`src/rtl/irq_hub_pkg.sv`:
```
package irq_hub_pkg;
  localparam int ADDR_W = 2;

  typedef enum logic [ADDR_W-1:0] {
    RA_ENABLE  = 2'd0,
    RA_PENDING = 2'd1,
    RA_MASTER  = 2'd2,
    RA_SPARE   = 2'd3
  } reg_addr_e;
endpackage

```
`src/rtl/irq_pend_bank.sv`:
```
module irq_pend_bank #(
  parameter int NSRC = 14
) (
  input  logic            clk,
  input  logic            rst_n,
  input  logic [NSRC-1:0] set_vec,
  input  logic [NSRC-1:0] clr_vec,
  output logic [NSRC-1:0] pend_q
);
  // set dominates clear so that no same-cycle event is lost
  function automatic logic [NSRC-1:0] pend_next(input logic [NSRC-1:0] cur,
                                                 input logic [NSRC-1:0] set,
                                                 input logic [NSRC-1:0] clr);
    return (cur & ~clr) | set;
  endfunction

  for (genvar i = 0; i < NSRC; i++) begin : g_flag
    always_ff @(posedge clk) begin
      if (!rst_n) pend_q[i] <= 1'b0;
      else        pend_q[i] <= pend_next(pend_q, set_vec, clr_vec)[i];
    end
  end
endmodule

```
`src/rtl/irq_late_track.sv`:
```
module irq_late_track #(
  parameter int LATE_W = 32
) (
  input  logic              clk,
  input  logic              rst_n,
  input  logic              sample_en,
  input  logic [LATE_W-1:0] late_in,
  input  logic              take,
  output logic [LATE_W-1:0] late_q
);
  function automatic logic [LATE_W-1:0] late_next(input logic [LATE_W-1:0] cur,
                                                   input logic              smp,
                                                   input logic [LATE_W-1:0] nv,
                                                   input logic              tk);
    logic [LATE_W-1:0] base;
    base = tk ? '0 : cur;
    if (smp && nv > base) return nv;
    return base;
  endfunction

  always_ff @(posedge clk) begin
    if (!rst_n) late_q <= '0;
    else        late_q <= late_next(late_q, sample_en, late_in, take);
  end
endmodule

```
`src/rtl/irq_out_gate.sv`:
```
module irq_out_gate #(
  parameter int NSRC = 14
) (
  input  logic [NSRC-1:0] en_q,
  input  logic [NSRC-1:0] pend_q,
  input  logic            master_q,
  output logic            cpu_irq,
  output logic            halt_wake
);
  logic [NSRC-1:0] active_vec;
  assign active_vec = en_q & pend_q;
  assign halt_wake  = |active_vec;
  assign cpu_irq    = halt_wake & master_q;
endmodule

```
`src/rtl/irq_hub.sv`:
```
module irq_hub
  import irq_hub_pkg::*;
#(
  parameter int NSRC   = 14,
  parameter int LATE_W = 32,
  parameter int DATA_W = 16
) (
  input  logic              clk,
  input  logic              rst_n,
  input  logic [NSRC-1:0]   src_req,
  input  logic [LATE_W-1:0] src_late,
  input  logic [ADDR_W-1:0] bus_addr,
  input  logic              bus_we,
  input  logic [DATA_W-1:0] bus_wdata,
  output logic [DATA_W-1:0] bus_rdata,
  input  logic              late_take,
  output logic [LATE_W-1:0] late_val,
  output logic              cpu_irq,
  output logic              halt_wake
);
  function automatic logic [DATA_W-1:0] widen(input logic [NSRC-1:0] v);
    logic [DATA_W-1:0] r;
    r = '0;
    r[NSRC-1:0] = v;
    return r;
  endfunction

  reg_addr_e       sel;
  logic            wr_enable, wr_pending, wr_master;
  logic [NSRC-1:0] en_q, pend_q, set_vec, clr_vec;
  logic            master_q;
  logic            late_sample;
  logic [LATE_W-1:0] late_q;

  assign sel        = reg_addr_e'(bus_addr);
  assign wr_enable  = bus_we && (sel == RA_ENABLE);
  assign wr_pending = bus_we && (sel == RA_PENDING);
  assign wr_master  = bus_we && (sel == RA_MASTER);

  assign set_vec     = src_req;
  assign clr_vec     = wr_pending ? bus_wdata[NSRC-1:0] : '0;
  assign late_sample = |src_req;

  always_ff @(posedge clk) begin
    if (!rst_n) begin
      en_q     <= '0;
      master_q <= 1'b0;
    end else begin
      if (wr_enable) en_q     <= bus_wdata[NSRC-1:0];
      if (wr_master) master_q <= bus_wdata[0];
    end
  end

  irq_pend_bank #(.NSRC(NSRC)) u_pend (
    .clk(clk), .rst_n(rst_n), .set_vec(set_vec), .clr_vec(clr_vec), .pend_q(pend_q)
  );

  irq_late_track #(.LATE_W(LATE_W)) u_late (
    .clk(clk), .rst_n(rst_n), .sample_en(late_sample), .late_in(src_late),
    .take(late_take), .late_q(late_q)
  );

  irq_out_gate #(.NSRC(NSRC)) u_gate (
    .en_q(en_q), .pend_q(pend_q), .master_q(master_q),
    .cpu_irq(cpu_irq), .halt_wake(halt_wake)
  );

  always_comb begin
    unique case (sel)
      RA_ENABLE:  bus_rdata = widen(en_q);
      RA_PENDING: bus_rdata = widen(pend_q);
      RA_MASTER:  bus_rdata = {{(DATA_W-1){1'b0}}, master_q};
      default:    bus_rdata = '0;
    endcase
  end

  assign late_val = late_q;
endmodule

```
`config.mk`:
```
export PLATFORM = sky130hd
export DESIGN_NAME = irq_hub
export DESIGN_NICKNAME = d
export VERILOG_FILES = /design/src/rtl/irq_hub_pkg.sv /design/src/rtl/irq_pend_bank.sv /design/src/rtl/irq_late_track.sv /design/src/rtl/irq_out_gate.sv /design/src/rtl/irq_hub.sv
export SDC_FILE = /design/constraint.sdc
export NUM_CORES = 1
export LEC_CHECK = 0
export ABC_AREA = 1
export CAP_MARGIN = 25
export CORE_MARGIN = 5
export CORE_UTILIZATION = 60
export CTS_CLUSTER_DIAMETER = 40
export DETAILED_ROUTE_END_ITERATION = 10
export DONT_BUFFER_PORTS = 1
export PLACE_DENSITY = 0.76
export RECOVER_POWER = 25
export SLEW_MARGIN = 20
export SYNTH_ARGS = -nofsm -noshare
export SYNTH_HDL_FRONTEND = slang
export SYNTH_SLANG_ARGS = --single-unit
```
`constraint.sdc`:
```
create_clock -name clk -period 2.4 [get_ports clk]
set_clock_uncertainty 0.1 [all_clocks]
set_input_delay 0.12 -clock clk [delete_from_list [all_inputs] [get_ports clk]]
set_output_delay 0.12 -clock clk [all_outputs]
set_load 0.01 [all_outputs]
```
==> impl_results.md <==
* Non-Filler Instances at 725
* Final instance area at 0.00497 mm2
* Synth Instances at 570
* Area Growth Syn to Fin at 24.8%
* Tcrit/Tclk final at 94.2%
* Syn Std Cell Area at 0.00398 mm2
* Most frequent cells in the layout: nand2_1, inv_1, dlygate4sd3_1, a21oi_1, nor2_1
* Share of the synthesized area in the top cell type at 30.7%
* Status: finished, final reports clean
* Max-cap check violation count at 0
* Synth top area cells: dfxtp_1, nand2_1, ha_1, inv_1, a21oi_1
* CTS Buf Count at 9
* CTS sink count at 61
* Hpwl dp at 6680 um
* Largest net degree at the start of global routing at 65
* Worst R2R End: u_late.late_q[20]
* H-tree levels at 3
* Share of layout cells above drive strength 1 at 8.51%
* Rel. slew slack at 57.2%
* CTS tree: done
* Ys Warns at 0
* Initial antenna violation count at 1
* Worst Hold Class: input port to flip-flop
* Setup TNS Final at 0 ns
* Placed Instances at 627
* FMAX at 442 MHz
* Via density at 5.51
* Clk slew on worst S/H paths at 0.07 ns
* Leakage at 2.58 nW
* Yosys reg bits at 61
* Post-DR wirelength/cell at 15.8 um
* Tot Pwr at 2.83 mW
* Root buf cell: clkbuf_8
* Initial drt markers at 199
* Routed WL at 11500 um
* DRT Pass-1 Iters at 5
* First-pass GRT wire length at 18500 um
* Vias in the first global route at 3998
* Hold EP: u_pend.pend_q[1]
* Final antenna-violating net count at 0
* Avg Cell Area, Syn at 6.98 um2
* Worst skew pair latency at 0.34 ns
* IO buf count at 0
* Place WS at 0.0957 ns
* Slew of the pin with the lowest slew margin at 0.640 ns
* Die X at 91.5 um
* Crit-path max FO at 32
* VDD IR max at 0.000456 V
* Dpl cell area at 0.00394 mm2
* Seq/Total Area, Yosys at 30.7%
* Grt ovf at 0
* Routability Congestion at 0.844
* I/O Pins at 118
* Crit path required time at 2.54 ns
* Setup ws final at 0.139 ns
* Netlist cell types at 35
* R2R Setup Slk at 0.14 ns
* Cell taking the most area after synthesis: dfxtp_1
* Die Y-Extent at 91.5 um
* Minimum clock period at 2.26 ns
* Hold_sp: rst_n
* Critical Path Start Type: flip-flop
* CP Capture Type: flip-flop
* Num rows at 29
* PwrDens at 569 mW/mm2
* Vias at 3996
* Most common cell after layout, fill and taps aside: nand2_1
* Post-route DRC at 0
* Critical Path AT at 2.40 ns
* Fin nets at 742
* Reg2Reg Launch Point: u_late.late_q[19]
* Core area at 0.00639 mm2
* Setup CP Type: flip-flop to flip-flop
* Slew Limit Fails at 0
* R2R depth at 10
* CTS resizes at 0
* Die ar. at 0.00836 mm2
* CTS max path bufs at 2
* Initial core utilization at 62.3%
* Hold Vio Cnt, Final at 0
* GRT Resource Usage Total at 26.9%
* Final setup violation count at 0
* Hold Path Depth at 2
-- how the worst max path moves through the flow --
stage	startpoint	endpoint	slack, ns	depth (start not counted)
6_report	u_late.late_q[19]	u_late.late_q[20]	0.14	10
3_3_place_gp	late_take	u_late.late_q[4]	0.16	12
3_5_place_dp	late_take	u_late.late_q[26]	0.1	12
5_1_grt	u_late.late_q[27]	u_late.late_q[31]	-0.003	10
4_1_cts	u_late.late_q[7]	u_late.late_q[31]	0.17	13
2_1_floorplan	late_take	u_late.late_q[21]	0.40	13
-- logic make-up after synthesis --
group / Yosys count / synth area share, %
and+or+nand+nor: 235 / 27.7
AOI/OAI and AO/OA: 110 / 16.2
other: 1 / 0.0942
buffers and inverters: 131 / 15.3
adders and majority gates: 32 / 10.1
DFF: 61 / 30.7
-- final cells by class --
type	count	area, um2
Antenna cell	2	5.00
Clock buffer	11	151
Multi-Input combinational cell	380	2170
Clock inverter	4	47.5
Fill cell	452	1420
Inverter	102	383
Sequential cell	61	1220
Tap cell	77	96.3
Timing Repair Buffer	88	896
-- where the power goes --
part           total [mW]  switching (mW)  internal, mW
Combinational       0.680           0.380         0.300
Sequential           1.20          0.0953          1.11
Clock               0.942           0.415         0.527
Total                2.83           0.891          1.94
-- metal layers --
metal	up-vias	wire length (um)	share of wire (%)	GRT usage, %
li1	1975	-	-	-
met3	38	1020	8.9	8.02
met2	187	5720	50	46.5
met1	1796	4310	38	29.5
met4	0	408	3.6	14.2
met5	-	0	0	0
-- sequential cells by signal, indices dropped and copies added, names as in the netlist --
name / flops
en_q: 14
u_pend.pend_q: 14
master_q: 1
u_late.late_q: 32
-- metrics by stage --
| step | hold WS [ns] | utilization [%] |
|---|---|---|
| finish | 0.0789 | 77.8 |
| global route | 0.0711 | 77.8 |
| CTS | 0.0362 | 77.5 |
| detailed placement | 0.146 | 61.7 |
| global placement | 0.139 | 61.7 |
| floorplan | 0.137 | - |
-- Yosys cell counts, drive strengths merged --
| library cell | instances |
|---|---|
| a21o | 2 |
| a21oi | 69 |
| a221oi | 2 |
| a22o | 9 |
| a31oi | 1 |
| and3b | 1 |
| buf | 20 |
| clkbuf | 9 |
| clkinv | 2 |
| conb | 1 |
| dfxtp | 61 |
| ha | 32 |
| inv | 100 |
| nand2 | 111 |
| nand3 | 52 |
| nand4 | 5 |
| nor2 | 65 |
| nor3 | 1 |
| o21a | 1 |
| o21ai | 17 |
| o221ai | 1 |
| o22ai | 8 |
-- timing repair --
item	in CTS	in global routing
hold buffers	80	0
endpoints found under the setup margin	0	4
setup buffers	0	0
hold endpoints to repair	61	0
-- worst max-delay path, stage by stage (launching register included) --
cell	delay, ns
dfxtp_1	0.41
nand2_1	0.10
ha_1	0.31
a21oi_1	0.16
nand2_1	0.07
nand2_1	0.07
nand3_2	0.08
a21oi_4	0.24
nand2_4	0.29
a21oi_1	0.24
nor2_1	0.06
Note: power is estimated with default switching activity, not from simulation.
